==> src/rtl/useq_pkg.sv <==
package useq_pkg;
    localparam int UPC_W  = 6;
    localparam int OPC_W  = 5;
    localparam int CTRL_W = 18;

    typedef enum logic [2:0] {
        J_NEXT   = 3'd0,
        J_SPIN   = 3'd1,
        J_FETCH  = 3'd2,
        J_DISP   = 3'd3,
        J_FTRUE  = 3'd4,
        J_FFALSE = 3'd5,
        J_PARK   = 3'd6
    } jump_e;

    typedef enum logic [2:0] {
        ALU_ADD   = 3'd0,
        ALU_SUB4  = 3'd1,
        ALU_INC4  = 3'd2,
        ALU_FUNC  = 3'd3,
        ALU_PASSA = 3'd4
    } alu_e;

    typedef enum logic [1:0] {
        RS_PC  = 2'd0,
        RS_RS1 = 2'd1,
        RS_RS2 = 2'd2,
        RS_RD  = 2'd3
    } rsel_e;

    typedef enum logic [2:0] {
        IM_NONE = 3'd0,
        IM_I    = 3'd1,
        IM_B    = 3'd2,
        IM_J    = 3'd3
    } imm_e;

    typedef struct packed {
        logic  ld_ma;
        logic  ld_a;
        logic  ld_b;
        logic  ld_ir;
        logic  reg_wr;
        logic  mem_wr;
        logic  en_reg;
        logic  en_mem;
        logic  en_alu;
        logic  en_imm;
        alu_e  alu;
        rsel_e rsel;
        imm_e  imm;
    } ctrl_t;

    typedef struct packed {
        ctrl_t ctrl;
        jump_e jump;
    } uword_t;

    // Routine entry points
    localparam int A_FETCH = 0;
    localparam int A_ALU   = 3;
    localparam int A_ALUI  = 6;
    localparam int A_LW    = 9;
    localparam int A_JAL   = 14;
    localparam int A_BR    = 19;
    localparam int A_MMA   = 25;
    localparam int A_HALT  = 32;

    // Macro-opcode groups (instruction bits 6..2)
    localparam logic [OPC_W-1:0] OPC_ALU  = 5'b01100;
    localparam logic [OPC_W-1:0] OPC_ALUI = 5'b00100;
    localparam logic [OPC_W-1:0] OPC_LOAD = 5'b00000;
    localparam logic [OPC_W-1:0] OPC_JAL  = 5'b11011;
    localparam logic [OPC_W-1:0] OPC_BR   = 5'b11000;
    localparam logic [OPC_W-1:0] OPC_MMA  = 5'b00010;
endpackage

==> src/rtl/useq_store.sv <==
module useq_store
    import useq_pkg::*;
#(
    parameter int UPC_W = useq_pkg::UPC_W
) (
    input  logic [UPC_W-1:0] upc_i,
    output uword_t           word_o
);
    uword_t w;

    always_comb begin
        w      = '0;
        w.jump = J_PARK;
        case (int'(upc_i))
            // fetch
            A_FETCH + 0: begin w.ctrl.rsel = RS_PC; w.ctrl.en_reg = 1'b1;
                               w.ctrl.ld_ma = 1'b1; w.ctrl.ld_a = 1'b1; w.jump = J_NEXT; end
            A_FETCH + 1: begin w.ctrl.en_mem = 1'b1; w.ctrl.ld_ir = 1'b1; w.jump = J_SPIN; end
            A_FETCH + 2: begin w.ctrl.alu = ALU_INC4; w.ctrl.en_alu = 1'b1;
                               w.ctrl.rsel = RS_PC; w.ctrl.reg_wr = 1'b1; w.jump = J_DISP; end
            // register-register ALU
            A_ALU + 0:   begin w.ctrl.rsel = RS_RS1; w.ctrl.en_reg = 1'b1; w.ctrl.ld_a = 1'b1; w.jump = J_NEXT; end
            A_ALU + 1:   begin w.ctrl.rsel = RS_RS2; w.ctrl.en_reg = 1'b1; w.ctrl.ld_b = 1'b1; w.jump = J_NEXT; end
            A_ALU + 2:   begin w.ctrl.alu = ALU_FUNC; w.ctrl.en_alu = 1'b1;
                               w.ctrl.rsel = RS_RD; w.ctrl.reg_wr = 1'b1; w.jump = J_FETCH; end
            // register-immediate ALU
            A_ALUI + 0:  begin w.ctrl.rsel = RS_RS1; w.ctrl.en_reg = 1'b1; w.ctrl.ld_a = 1'b1; w.jump = J_NEXT; end
            A_ALUI + 1:  begin w.ctrl.imm = IM_I; w.ctrl.en_imm = 1'b1; w.ctrl.ld_b = 1'b1; w.jump = J_NEXT; end
            A_ALUI + 2:  begin w.ctrl.alu = ALU_FUNC; w.ctrl.en_alu = 1'b1;
                               w.ctrl.rsel = RS_RD; w.ctrl.reg_wr = 1'b1; w.jump = J_FETCH; end
            // load word
            A_LW + 0:    begin w.ctrl.rsel = RS_RS1; w.ctrl.en_reg = 1'b1; w.ctrl.ld_a = 1'b1; w.jump = J_NEXT; end
            A_LW + 1:    begin w.ctrl.imm = IM_I; w.ctrl.en_imm = 1'b1; w.ctrl.ld_b = 1'b1; w.jump = J_NEXT; end
            A_LW + 2:    begin w.ctrl.alu = ALU_ADD; w.ctrl.en_alu = 1'b1; w.ctrl.ld_ma = 1'b1; w.jump = J_NEXT; end
            A_LW + 3:    begin w.ctrl.en_mem = 1'b1; w.ctrl.rsel = RS_RD; w.ctrl.reg_wr = 1'b1; w.jump = J_SPIN; end
            A_LW + 4:    begin w.jump = J_FETCH; end
            // jump and link
            A_JAL + 0:   begin w.ctrl.rsel = RS_PC; w.ctrl.en_reg = 1'b1; w.ctrl.ld_a = 1'b1; w.jump = J_NEXT; end
            A_JAL + 1:   begin w.ctrl.alu = ALU_PASSA; w.ctrl.en_alu = 1'b1;
                               w.ctrl.rsel = RS_RD; w.ctrl.reg_wr = 1'b1; w.jump = J_NEXT; end
            A_JAL + 2:   begin w.ctrl.alu = ALU_SUB4; w.ctrl.en_alu = 1'b1; w.ctrl.ld_a = 1'b1; w.jump = J_NEXT; end
            A_JAL + 3:   begin w.ctrl.imm = IM_J; w.ctrl.en_imm = 1'b1; w.ctrl.ld_b = 1'b1; w.jump = J_NEXT; end
            A_JAL + 4:   begin w.ctrl.alu = ALU_ADD; w.ctrl.en_alu = 1'b1;
                               w.ctrl.rsel = RS_PC; w.ctrl.reg_wr = 1'b1; w.jump = J_FETCH; end
            // conditional branch
            A_BR + 0:    begin w.ctrl.rsel = RS_RS1; w.ctrl.en_reg = 1'b1; w.ctrl.ld_a = 1'b1; w.jump = J_NEXT; end
            A_BR + 1:    begin w.ctrl.rsel = RS_RS2; w.ctrl.en_reg = 1'b1; w.ctrl.ld_b = 1'b1; w.jump = J_NEXT; end
            A_BR + 2:    begin w.ctrl.alu = ALU_FUNC; w.ctrl.rsel = RS_PC; w.ctrl.en_reg = 1'b1;
                               w.ctrl.ld_a = 1'b1; w.jump = J_FFALSE; end
            A_BR + 3:    begin w.ctrl.alu = ALU_SUB4; w.ctrl.en_alu = 1'b1; w.ctrl.ld_a = 1'b1; w.jump = J_NEXT; end
            A_BR + 4:    begin w.ctrl.imm = IM_B; w.ctrl.en_imm = 1'b1; w.ctrl.ld_b = 1'b1; w.jump = J_NEXT; end
            A_BR + 5:    begin w.ctrl.alu = ALU_ADD; w.ctrl.en_alu = 1'b1;
                               w.ctrl.rsel = RS_PC; w.ctrl.reg_wr = 1'b1; w.jump = J_FETCH; end
            // memory-to-memory add
            A_MMA + 0:   begin w.ctrl.rsel = RS_RS1; w.ctrl.en_reg = 1'b1; w.ctrl.ld_ma = 1'b1; w.jump = J_NEXT; end
            A_MMA + 1:   begin w.ctrl.en_mem = 1'b1; w.ctrl.ld_a = 1'b1; w.jump = J_SPIN; end
            A_MMA + 2:   begin w.ctrl.rsel = RS_RS2; w.ctrl.en_reg = 1'b1; w.ctrl.ld_ma = 1'b1; w.jump = J_NEXT; end
            A_MMA + 3:   begin w.ctrl.en_mem = 1'b1; w.ctrl.ld_b = 1'b1; w.jump = J_SPIN; end
            A_MMA + 4:   begin w.ctrl.rsel = RS_RD; w.ctrl.en_reg = 1'b1; w.ctrl.ld_ma = 1'b1; w.jump = J_NEXT; end
            A_MMA + 5:   begin w.ctrl.alu = ALU_FUNC; w.ctrl.en_alu = 1'b1; w.ctrl.mem_wr = 1'b1; w.jump = J_SPIN; end
            A_MMA + 6:   begin w.jump = J_FETCH; end
            // A_HALT and every unused address: all lines idle, parked
            default:     begin w = '0; w.jump = J_PARK; end
        endcase
    end

    assign word_o = w;
endmodule

==> src/rtl/useq_decode.sv <==
module useq_decode
    import useq_pkg::*;
#(
    parameter int UPC_W = useq_pkg::UPC_W,
    parameter int OPC_W = useq_pkg::OPC_W
) (
    input  logic [OPC_W-1:0] opcode_i,
    output logic [UPC_W-1:0] target_o
);
    always_comb begin
        case (opcode_i)
            OPC_ALU:  target_o = UPC_W'(A_ALU);
            OPC_ALUI: target_o = UPC_W'(A_ALUI);
            OPC_LOAD: target_o = UPC_W'(A_LW);
            OPC_JAL:  target_o = UPC_W'(A_JAL);
            OPC_BR:   target_o = UPC_W'(A_BR);
            OPC_MMA:  target_o = UPC_W'(A_MMA);
            default:  target_o = UPC_W'(A_HALT);
        endcase
    end
endmodule

==> src/rtl/useq_next.sv <==
module useq_next
    import useq_pkg::*;
#(
    parameter int UPC_W = useq_pkg::UPC_W
) (
    input  logic [UPC_W-1:0] upc_i,
    input  jump_e            jump_i,
    input  logic [UPC_W-1:0] disp_i,
    input  logic             busy_i,
    input  logic             cond_i,
    output logic [UPC_W-1:0] upc_nx_o
);
    localparam logic [UPC_W-1:0] HOME = UPC_W'(A_FETCH);
    logic [UPC_W-1:0] inc;

    always_comb begin
        inc = upc_i + 1'b1;
        case (jump_i)
            J_NEXT:   upc_nx_o = inc;
            J_SPIN:   upc_nx_o = busy_i ? upc_i : inc;
            J_FETCH:  upc_nx_o = HOME;
            J_DISP:   upc_nx_o = disp_i;
            J_FTRUE:  upc_nx_o = cond_i ? HOME : inc;
            J_FFALSE: upc_nx_o = cond_i ? inc : HOME;
            default:  upc_nx_o = upc_i;
        endcase
    end
endmodule

==> src/rtl/useq_top.sv <==
module useq_top
    import useq_pkg::*;
#(
    parameter int UPC_W  = useq_pkg::UPC_W,
    parameter int OPC_W  = useq_pkg::OPC_W,
    parameter int CTRL_W = useq_pkg::CTRL_W
) (
    input  logic              clk,
    input  logic              rst_n,
    input  logic [OPC_W-1:0]  opcode_i,
    input  logic              busy_i,
    input  logic              cond_i,
    output logic [UPC_W-1:0]  upc_o,
    output logic [CTRL_W-1:0] ctrl_o
);
    localparam logic [UPC_W-1:0] HALT_PC = UPC_W'(A_HALT);

    typedef struct packed {
        logic [UPC_W-1:0] upc;
    } state_t;

    state_t           st_d, st_q;
    uword_t           word;
    logic [UPC_W-1:0] disp_tgt;
    logic [UPC_W-1:0] upc_nx;

    useq_store #(.UPC_W(UPC_W)) u_store (
        .upc_i  (st_q.upc),
        .word_o (word)
    );

    useq_decode #(.UPC_W(UPC_W), .OPC_W(OPC_W)) u_decode (
        .opcode_i (opcode_i),
        .target_o (disp_tgt)
    );

    useq_next #(.UPC_W(UPC_W)) u_next (
        .upc_i    (st_q.upc),
        .jump_i   (word.jump),
        .disp_i   (disp_tgt),
        .busy_i   (busy_i),
        .cond_i   (cond_i),
        .upc_nx_o (upc_nx)
    );

    always_comb begin
        st_d     = st_q;
        st_d.upc = upc_nx;
    end

    always_ff @(posedge clk or negedge rst_n) begin
        if (!rst_n) st_q <= '0;
        else        st_q <= st_d;
    end

    assign upc_o  = st_q.upc;
    assign ctrl_o = CTRL_W'(word.ctrl);

    a_r2_next_step: assert property (@(posedge clk) disable iff (!rst_n)
        (word.jump == J_NEXT) |=> (upc_o == $past(upc_o) + 1'b1));

    a_r3_spin_hold: assert property (@(posedge clk) disable iff (!rst_n)
        (word.jump == J_SPIN && busy_i) |=> $stable(upc_o));

    a_r4_fetch_home: assert property (@(posedge clk) disable iff (!rst_n)
        (word.jump == J_FETCH) |=> (upc_o == '0));

    a_r6_halt_sticky: assert property (@(posedge clk) disable iff (!rst_n)
        (upc_o == HALT_PC) |=> (upc_o == HALT_PC));

    a_r7_ffalse_exit: assert property (@(posedge clk) disable iff (!rst_n)
        (word.jump == J_FFALSE && !cond_i) |=> (upc_o == '0));

    a_r10_halt_idle: assert property (@(posedge clk) disable iff (!rst_n)
        (upc_o == HALT_PC) |-> (ctrl_o == '0));
endmodule

==> config.mk <==
export PLATFORM = sky130hd
export DESIGN_NAME = useq_top
export DESIGN_NICKNAME = d
export VERILOG_FILES = /design/src/rtl/useq_pkg.sv /design/src/rtl/useq_store.sv /design/src/rtl/useq_decode.sv /design/src/rtl/useq_next.sv /design/src/rtl/useq_top.sv
export SDC_FILE = /design/constraint.sdc
export NUM_CORES = 1
export LEC_CHECK = 0
export BUFFER_PORTS_ARGS = -buffer_cell sky130_fd_sc_hd__buf_2
export CAP_MARGIN = 20
export CORE_UTILIZATION = 23
export CTS_CLUSTER_SIZE = 14
export DETAILED_ROUTE_END_ITERATION = 10
export PLACE_DENSITY_LB_ADDON = 0.08
export SLEW_MARGIN = 20
export SYNTH_ARGS = -nofsm -noshare
export SYNTH_HDL_FRONTEND = slang
export SYNTH_HIERARCHICAL = 1
export SYNTH_SLANG_ARGS = --single-unit
==> constraint.sdc <==
create_clock -name clk -period 5.6 [get_ports clk]
set_input_delay 1.12 -clock clk [delete_from_list [all_inputs] [get_ports clk]]
set_output_delay 1.12 -clock clk [all_outputs]
set_load 0.02 [all_outputs]
### Word level (Yosys, flattened, before mapping)

Cells that the tools add are included.

| word-level totals | value |
|---|---|
| output and inout port bits | 24 |
| input bits | 9 |
| flip-flop bits (word level) | 6 |
| logic and storage cells | 85 |

| cells by class | value |
|---|---|
| $add $sub $neg | 1 |
| reduce and logical (&&, ||, !) cells | 22 |
| mux-type cells | 19 |
| equality and inequality tests | 42 |

Operator list:

| kind | number |
|---|---|
| equality test 6 x 5 -> 1 bit, second input constant | 16 |
| case mux 6 bit (6 select lines) | 2 |
| equality test 6 x 4 -> 1 bit, second input constant | 8 |
| equality test 6 x 3 -> 1 bit, second input constant | 4 |
| OR reduction 10 bit | 2 |
| OR reduction 5 bit | 4 |
| OR reduction 19 bit | 1 |
| 2-to-1 mux 6 bit | 3 |
| case mux 3 bit (5 select lines) | 1 |
| OR reduction 7 bit | 2 |
| equality test 6 x 2 -> 1 bit, second input constant | 2 |
| case mux 2 bit (3 select lines) | 2 |
| case mux 3 bit (4 select lines) | 1 |
| OR reduction 12 bit | 1 |
| OR reduction 4 bit | 3 |
| equality test 5 bit, second input constant | 2 |
| 2-to-1 mux 1 bit | 10 |
| adder 6 x 1 -> 6 bit, second input constant | 1 |
| equality test 3 x 2 -> 1 bit, second input constant | 2 |
| equality test 3 bit, second input constant | 2 |
| equality test 6 x 1 -> 1 bit, second input constant | 1 |
| logical NOT 6 bit | 1 |
| nonzero test 6 bit | 1 |
| OR reduction 6 bit | 1 |
| 10 further kinds | 11 |

### Depth between registers and ports, before layout

Gate-level depths: netlist of the first run.

| depth | value |
|---|---|
| depth after elaboration | 6 |
| depth in mapped cells | 11 |
| gate-level depth less buffers | 7 |

### Cells and area by module

Netlist of the first run, hierarchy kept.

Modules (own cells, without submodules):

| module | times used | cells an instance | area an instance (um2) | sequential area each (um2) |
|---|---|---|---|---|
| useq_store | 1 | 124 | 829.5 | 0.0 |
| useq_next | 1 | 51 | 330.3 | 0.0 |
| useq_decode | 1 | 22 | 150.1 | 0.0 |
| useq_top | 1 | 6 | 150.1 | 150.1 |

### Least setup slack after synthesis of the first run

OpenSTA, ideal clock, no wires.

| path | value |
|---|---|
| kind | flip-flop to output port |
| start point | reg st_q, in the netlist upc_o[0] |
| end point | out ctrl_o[15] |
| arrival | 1.781 ns |
| path buffers | 1 |
| stages on the path, launching flop included | 5 |
| required time | 4.480 ns |
| setup slack | 2.699 ns |
| path through | dfrtp_1 buf_6 nor2b_1 or3_1 a311oi_1 |

| between the ends | value |
|---|---|
| cells in the longest elaborated chain, start to end | 3 |

Ends and longest elaborated chain:

| what | line | source |
|---|---|---|
| from (decl) | useq_top.sv:22 | `state_t st_d, st_q;` |
| from (signal assigned) | useq_top.sv:53 | `else st_q <= st_d;` |
| equality test 6 x 3 -> 1 bit, or another cell as far along | useq_store.sv:14 | `case (int'(upc_i))` |
| OR reduction 7 bit (no source line) * | n/a |  |
| 2-to-1 mux 1 bit * | useq_store.sv:14 |  |
| to (decl) | useq_top.sv:14 | `output logic [CTRL_W-1:0] ctrl_o` |

Mark *: on every way between the ends. The rest lies on a longest branch, timed or not.

### Worst setup path in the final report of the first run

| path | value |
|---|---|
| start point | reg st_q, in the netlist upc_o[1] |
| end point | out ctrl_o[16] |

| between the ends | value |
|---|---|
| cells in the longest elaborated chain, start to end | 3 |

Ends and longest elaborated chain:

| what | line |
|---|---|
| equality test 6 x 5 -> 1 bit, or another cell as far along | useq_store.sv:14 |
| OR reduction 10 bit (no source line) * | n/a |
| 2-to-1 mux 1 bit * | useq_store.sv:14 |

Marks and branches as above.

==> impl_metrics.tcl, run 1 <==
set metrics [dict create \
    hold_path_class "flip-flop to flip-flop" \
    ys_top_cells_by_area "dfrtp_1 (10%), buf_6 (6.2%), a21oi_1 (4.1%), o21ai_1 (4.1%), nor2b_1 (3.9%)" \
    pre_cts_ws_ns 2.36 \
    ant_nets 0 \
    via_per_inst 5.41 \
    insertion_delay_ns 0.22 \
    via_count 1568 \
    yosysSeqAreaShare_pct 10.3 \
    avgSynthCellArea_sq_um 7.19 \
    p_leak_uw 0.000574 \
    clock-sinks 6 \
    clk_pin_slew_ns 0.04 \
    htreeDepth 1 \
    powerDensity_mw_per_mm2 76.4 \
    setup_viol 0 \
    max_freq_ghz 0.289 \
    routed_wl_mm 4.60 \
    setup_tns_ns 0 \
    rsz0062_at_grt "false" \
    pin_count 33 \
    tightestPinTransition_ns 1.01 \
    root_buffer "clkbuf_8" \
    gp_congestion 0.730 \
    ys.flop_type "dfrtp_1" \
    maxSlewViolCount 0 \
    rows 28 \
    drtIter0Drc 119 \
    yosys.area.top_type "dfrtp_1" \
    critPathMaxFanout 25 \
    antenna_found_initial 0 \
    fin_skew_ns 0.00381 \
    cp_cell_sequence "buf_4 > nor2b_2 > a2111oi_0 > a311oi_1 > buf_2" \
    routedWlPerCell_um 15.9 \
    largest_reg_flops 6 \
    start_util_pct 24.2 \
    drv_cap 0 \
    max-slew-margin-rel_pct 32.6 \
    synth_nets 213 \
    layout-drive-gt1-share_pct 21.4 \
    fin_crit_sh_pct 61.9 \
    place_hpwl_mm 3.21 \
    syn_area_sq_mm 0.00146 \
    cp_slowest_cell "dfrtp_1" \
    period_needed_ns 3.46 \
    crit_path_start_kind "flip-flop" \
    setup_ws_ns 2.14 \
    die_h_um 81.7 \
    grtUsageTotal_pct 14.7 \
    synth.yosys.warnings 6 \
    ys_seq_elements 6 \
    route.detailed.drc 0 \
    portBuffers 31 \
    clock_path_buffers 2 \
    final_nets 227 \
    synth_edf_count 0 \
    async_flop_share_pct 100 \
    numCtsBuffers 3 \
    cts_resized 0 \
    cp.arrival_ns 2.34 \
    grt_overflow 0 \
    grt_pass1_wl_mm 7.54 \
    dr.pass1.iters 4 \
    hold_buffers 0 \
    synth_top_cell_area_share_pct 10.3 \
    dieArea_sq_mm 0.00667 \
    cpPeakStageDelay_ns 0.70 \
    antenna_cells 0 \
    status "completed" \
    postCtsSetupBuffers 0 \
    endpoint_kind "output port" \
    die_w_um 81.7 \
    hold_viol_final 0 \
    required_ns 4.48 \
    synth_common_cells "a21oi_1 (12), o21ai_1 (12), nand2_1 (10)" \
    crit_type "flip-flop to output port" \
    grt_pass1_vias 1409 \
    vdd_ir_drop_max_mv 0.178 \
    core_sq_mm 0.00603 \
    grt_start_max_net_pins 37 \
    syn-instance-count 203 \
    area_delta_synth_final_pct 9.60 \
    synth.distinct_cells 63 \
    cts_tree "done" \
]
-- kinds of logic after synthesis --
| kind of cell | count (synthesis) | share of synthesized area, % |
|---|---|---|
| simple gates | 85 | 37.8 |
| xor+xnor | 4 | 2.40 |
| fa+ha+maj | 2 | 1.54 |
| buf+inv | 32 | 14.0 |
| flops | 6 | 10.3 |
| compound gates | 71 | 32.3 |
| mux | 2 | 1.46 |
| other cells | 1 | 0.257 |
-- per-stage QoR --
step	cells	cell area (sq um)	hold slack, ns	util (%)	total power [uW]
after CTS	290	1600	0.559	26.5	125
after global routing	290	1600	0.570	26.6	131
after detailed placement	287	1560	0.552	25.9	59.1
after floorplan	203	1460	0.700	-	55.0
final	290	1600	0.556	26.6	122
after global placement	287	1560	0.560	25.9	59.4
-- cells in the final DEF (no fill, tap or decap), drive strengths merged, types with 6 or more instances in the layout --
master  instances
nor2b          11
a21oi          12
nand2          10
inv             6
nor2            9
dfrtp           6
buf            35
nor3b           7
a31oi           6
o21ai          21
-- path summary, 6_finish.rpt --
kind	end	startpoint	slack, ns	depth (start not counted)
worst max-delay path	ctrl_o[16]	upc_o[1]$_DFF_PN0_	2.14	5
worst max register to register	upc_o[2]$_DFF_PN0_	upc_o[1]$_DFF_PN0_	2.38	8
max in group asynchronous	upc_o[4]$_DFF_PN0_	rst_n	4.72	1
min in group asynchronous	upc_o[1]$_DFF_PN0_	rst_n	0.72	1
worst min-delay path	upc_o[0]$_DFF_PN0_	upc_o[0]$_DFF_PN0_	0.56	1
worst min register to register	upc_o[0]$_DFF_PN0_	upc_o[0]$_DFF_PN0_	0.56	1
-- layer usage --
layer / global-route usage, % / routed length (um) / vias to the layer above
li1: - / - / 800
met1: 21.4 / 2300 / 735
met2: 23.1 / 2090 / 31
met3: 2.67 / 199 / 2
met4: 1.58 / 8 / 0
met5: 0 / 0 / -
-- where the power goes --
group | internal, uW | total [uW] | switching [uW]
clock network | 46.1 | 63.7 | 17.6
registers | 43.6 | 43.6 | 0
logic | 6.20 | 14.9 | 8.70
total | 95.9 | 122 | 26.3
-- worst max-delay path, delay by kind of cell (launching register included) --
family | cells | cell delay (ns)
flip-flops | 1 | 0.70
buffers and inverters | 2 | 0.60
AO/OA/AOI/OAI | 2 | 0.48
AND/OR/NAND/NOR | 1 | 0.34
-- final cells by class --
cell class / count / area, sq um
tap: 75 / 93.8
clock buffer: 3 / 41.3
timing repair buffer: 35 / 185
multi-input combinational: 165 / 1110
fill: 692 / 4430
sequential: 6 / 151
inverter: 6 / 22.5
(Power assumes the default switching activity.)
==> run 2: changes to the inputs <==
==> constraint.sdc (replaced) <==
create_clock -name clk -period 3.2 [get_ports clk]
set_input_delay 0.64 -clock clk [delete_from_list [all_inputs] [get_ports clk]]
set_output_delay 0.64 -clock clk [all_outputs]
set_load 0.02 [all_outputs]
==> run 2 against run 1 <==
Net effect: critical path depth down 1; register-to-register slack got worse by 1.8 ns; first-iteration DRC count down 14%; via count up 1.7%; sequential cell count is the same; die area is the same; sequential power is 75% higher; clock-buffer cell count is the same; clock power is 74% higher; worst setup slack lost 1.7 ns; utilization up 0.73 points; largest cell class unchanged; combinational power increased by 78%.
==> impl_metrics.tcl, run 2 (synthesis gave the netlist of run 1 again) <==
set metrics [dict create \
    dr.pass1.iters 4 \
    seqCellArea_sq_um 150 \
    start_util_pct 24.2 \
    hold_path_class "primary input to asynchronous set/reset pin" \
    pre_cts_ws_ns 0.557 \
    antenna_found_initial 0 \
    drv_cap 0 \
    gp_congestion 0.775 \
    top_layer "met3" \
    routedWlPerCell_um 15.4 \
    clock_path_buffers 2 \
    critPathMaxFanout 23 \
    grt_overflow 0 \
    grtUsageTotal_pct 13.9 \
    fin_skew_ns 0.00326 \
    cp.arrival_ns 2.08 \
    fin_crit_sh_pct 85.1 \
    hold_viol_final 0 \
    setup_viol 0 \
    crit_type "flip-flop to output port" \
    met1_length_mm 2.22 \
    reg2reg_depth 6 \
    via_per_inst 5.39 \
    area_delta_synth_final_pct 12.6 \
    cts_tree "done" \
    die_h_um 81.7 \
    via_count 1594 \
    ant_nets 0 \
    antenna_cells 0 \
    layout_common_cells "buf_2 (31), o21ai_1 (12), a21oi_1 (12)" \
    rsz0062_at_grt "false" \
    portBuffers 31 \
    final_common_cell "buf_2" \
    fill_cells 709 \
    clock-sinks 6 \
    insertion_delay_ns 0.22 \
    drtIter0Drc 102 \
    hold_buffers 0 \
    tightestPinTransition_ns 0.681 \
    p_leak_uw 0.000604 \
    max_freq_ghz 0.367 \
    rows 28 \
    numCtsBuffers 3 \
    htreeDepth 1 \
    core_sq_mm 0.00603 \
    dr_wl_met3_um 165 \
    status "completed" \
    root_buffer "clkbuf_8" \
    largest_reg_flops 6 \
    r2r_start "upc_o[0]$_DFF_PN0_" \
    grt_start_max_net_pins 24 \
    powerDensity_mw_per_mm2 130 \
    required_ns 2.56 \
    grt_pass1_wl_mm 7.38 \
    pin_count 33 \
    grt_pass1_vias 1446 \
    layout-drive-gt1-share_pct 23.1 \
    max-slew-margin-rel_pct 54.6 \
    die_w_um 81.7 \
    postCtsSetupBuffers 0 \
    setup_ws_ns 0.477 \
    place_hpwl_mm 3.33 \
    period_needed_ns 2.72 \
    clk_pin_slew_ns 0.04 \
    cts_resized 0 \
    maxSlewViolCount 0 \
    multi_input_comb_area_sq_mm 0.00111 \
    route.detailed.drc 0 \
    dieArea_sq_mm 0.00667 \
    final_nets 233 \
    routed_wl_mm 4.57 \
    crit_path_start_kind "flip-flop" \
    endpoint_kind "output port" \
    r2r_slack_ns 0.57 \
    reg2reg_to "upc_o[2]$_DFF_PN0_" \
    setup_tns_ns 0 \
    vdd_ir_drop_max_mv 0.240 \
    wl_met2_mm 2.19 \
]
-- run 2: cell types whose count changed in the layout (fill, tap and decap cells not counted), sizes merged --
| cell | delta |
|---|---|
| buf | +6 |
-- run 2: how the worst max path moves through the flow --
stage | from | to | slack, ns
finish | upc_o[0]$_DFF_PN0_ | ctrl_o[16] | 0.48
detailed placement | upc_o[0]$_DFF_PN0_ | upc_o[2]$_DFF_PN0_ | 0.56
global placement | upc_o[0]$_DFF_PN0_ | upc_o[2]$_DFF_PN0_ | 0.54
global route | upc_o[0]$_DFF_PN0_ | ctrl_o[1] | 0.34
CTS | upc_o[0]$_DFF_PN0_ | ctrl_o[1] | 0.44
floorplan | upc_o[0]$_DFF_PN0_ | ctrl_o[15] | 0.78
-- run 2: area by class of cell --
| cell class | instances | area share [%] |
|---|---|---|
| multi-input combinational | 165 | 67.3 |
| inverter | 6 | 1.37 |
| sequential | 6 | 9.13 |
| clock buffer | 3 | 2.51 |
| timing repair buffer | 41 | 14.0 |
| tap | 75 | 5.71 |
-- run 2: per-stage QoR --
| step | instance area, sq um | hold slack (ns) | utilization [%] | instances | total power, uW |
|---|---|---|---|---|---|
| after floorplan | 1460 | 0.344 | - | 203 | 96.2 |
| after global placement | 1600 | 0.477 | 26.6 | 293 | 105 |
| after detailed placement | 1600 | 0.474 | 26.6 | 293 | 104 |
| after CTS | 1640 | 0.244 | 27.3 | 296 | 216 |
| final | 1640 | 0.246 | 27.3 | 296 | 214 |
| after global routing | 1640 | 0.249 | 27.3 | 296 | 223 |
-- run 2: routing by layer --
layer	vias up	track usage [%]
li1	809	-
met1	751	19.0
met2	34	24.8
met3	0	0.778
met4	0	1.05
met5	-	0
-- run 2: power breakdown --
group | internal, uW | switching, uW | leakage (uW) | total (uW)
clock network | 80.7 | 30.6 | 0.0000216 | 111
logic | 10.9 | 15.6 | 0.000519 | 26.5
registers | 76.3 | 0 | 0.0000629 | 76.3
total | 168 | 46.2 | 0.000604 | 214
-- run 2: critical path, cell delays in order (launching register included) --
cell and delay, ns:
dfrtp_1 0.76, nor2b_2 0.18, or3_1 0.42, a311oi_1 0.29
buf_2 0.22
==> run 3: changes to the inputs <==
--- a/config.mk
+++ b/config.mk
@@ -7,7 +7,7 @@
 export LEC_CHECK = 0
 export BUFFER_PORTS_ARGS = -buffer_cell sky130_fd_sc_hd__buf_2
 export CAP_MARGIN = 20
-export CORE_UTILIZATION = 23
+export CORE_UTILIZATION = 50
 export CTS_CLUSTER_SIZE = 14
 export DETAILED_ROUTE_END_ITERATION = 10
 export PLACE_DENSITY_LB_ADDON = 0.08
==> run 3 against run 2 <==
Net effect: first-iteration DRC count decreased by 2.0%; largest power group is now sequential cells; register-to-register slack gained 0.06 ns; wire length fell by 16%; sequential share of layout area up 0.62 points; global-route usage up 10 points; critical path depth unchanged; sequential power barely moved; highest routed layer is now met4; critical endpoint is now ctrl_o[15].
==> impl_metrics.tcl, run 3 (synthesis gave the netlist of run 1 again) <==
set metrics [dict create \
    status "completed" \
    antenna_cells 0 \
    maxSlewViolCount 0 \
    antenna_found_initial 0 \
    fill_cells 287 \
    ant_nets 0 \
    setup_viol 0 \
    grt_overflow 0 \
    largest_reg_flops 6 \
    via_count 1640 \
    area_delta_synth_final_pct 5.48 \
    grtUsageTotal_pct 24.1 \
    dr.pass1.iters 4 \
    instances_no_fill 248 \
    grt_start_max_net_pins 39 \
    switching_share_pct 25.5 \
    cts_resized 0 \
    die_h_um 56.0 \
    multi_input_comb_area_sq_mm 0.00111 \
    place_hpwl_mm 2.67 \
    grt_pass1_wl_mm 6.30 \
    fin_skew_ns 0.00332 \
    clock_path_buffers 2 \
    postCtsSetupBuffers 0 \
    max_freq_ghz 0.367 \
    layout_common_cells "buf_2 (31), o21ai_1 (12), a21oi_1 (12)" \
    htreeDepth 1 \
    layout-drive-gt1-share_pct 21.7 \
    rows 19 \
    final_common_cell "buf_2" \
    rsz0062_at_grt "false" \
    hold_viol_final 0 \
    cts_tree "done" \
    hold_buffers 0 \
    internal_power_uw 129 \
    powerDensity_mw_per_mm2 113 \
    via_per_inst 6.61 \
    period_needed_ns 2.73 \
    setup_tns_ns 0 \
    p_seq_share_pct 43.8 \
    portBuffers 31 \
    start_util_pct 52.9 \
    p_leak_uw 0.000577 \
    tightestPinTransition_ns 0.696 \
    crit_type "flip-flop to output port" \
    p_total_uw 174 \
    endpoint_kind "output port" \
    routedWlPerCell_um 15.5 \
    die_w_um 56.0 \
    core_sq_mm 0.00276 \
    pwr-share-comb_pct 15.7 \
    cp.arrival_ns 2.09 \
    power.switching_uw 44.4 \
    drv_cap 0 \
    hold_path_class "primary input to asynchronous set/reset pin" \
    drtIter0Drc 100 \
    clock-sinks 6 \
    clk_pin_slew_ns 0.05 \
    fin_crit_sh_pct 85.2 \
    numCtsBuffers 3 \
    max-slew-margin-rel_pct 53.2 \
    route.detailed.drc 0 \
    vdd_ir_drop_max_mv 0.162 \
    critPathMaxFanout 24 \
    grt_pass1_vias 1392 \
    root_buffer "clkbuf_4" \
    crit_path_start_kind "flip-flop" \
    p_clk_share_pct 40.6 \
    gp_congestion 0.902 \
    dp_cells 245 \
    routed_wl_mm 3.86 \
    fin_util_pct 55.9 \
    final_nets 229 \
    required_ns 2.56 \
    insertion_delay_ns 0.24 \
    dieArea_sq_mm 0.00314 \
    seqCellArea_sq_um 150 \
    pin_count 33 \
]
run 3: final timing paths:
kind                                     from                  to  slack (ns)  cells past startpoint
max in group asynchronous               rst_n  upc_o[5]$_DFF_PN0_        2.82                      1
min in group clk           upc_o[5]$_DFF_PN0_  upc_o[5]$_DFF_PN0_        0.73                      2
max                        upc_o[0]$_DFF_PN0_          ctrl_o[15]        0.47                      4
max reg2reg                upc_o[0]$_DFF_PN0_  upc_o[2]$_DFF_PN0_        0.63                      6
min reg2reg                upc_o[5]$_DFF_PN0_  upc_o[5]$_DFF_PN0_        0.73                      2
min                                     rst_n  upc_o[3]$_DFF_PN0_        0.22                      1
run 3: metrics by stage:
step / hold WS (ns) / worst slack [ns] / cell area, sq um
after global placement: 0.476 / 0.774 / 1520
after detailed placement: 0.479 / 0.673 / 1520
after global routing: 0.226 / 0.303 / 1540
after floorplan: 0.344 / 0.779 / 1460
after CTS: 0.212 / 0.494 / 1540
final: 0.220 / 0.472 / 1540
run 3: final cells by class:
type | count | share of cell area, %
well taps | 31 | 2.52
repair buffers | 37 | 13.0
inverters | 6 | 1.46
multi-input cells | 165 | 71.8
flip-flops and latches | 6 | 9.75
clock buffers | 3 | 1.46
run 3: metal layers:
metal / wire [um] / global-route usage (%) / up-vias
met3: 152 / 1.40 / 6
met2: 1920 / 42.3 / 51
li1: - / - / 796
met4: 48 / 6.62 / 0
met1: 1740 / 31.9 / 787
met5: 0 / 0 / -
run 3: power groups by stage:
| stage | Sequential [uW] | Clock [uW] | Combinational (uW) |
|---|---|---|---|
| global placement | 77.3 | 0 | 25.9 |
| finish | 76.1 | 70.5 | 27.2 |
| global route | 76.0 | 75.7 | 30.4 |
| floorplan | 77.3 | 0 | 18.9 |
| CTS | 76.0 | 74.4 | 27.1 |
| detailed placement | 77.3 | 0 | 26.9 |
run 3: critical path, cell delays in order (launching register included):
cell	delay, ns
dfrtp_1	0.78
nor2b_2	0.18
or3_1	0.41
a311oi_1	0.27
buf_2	0.21
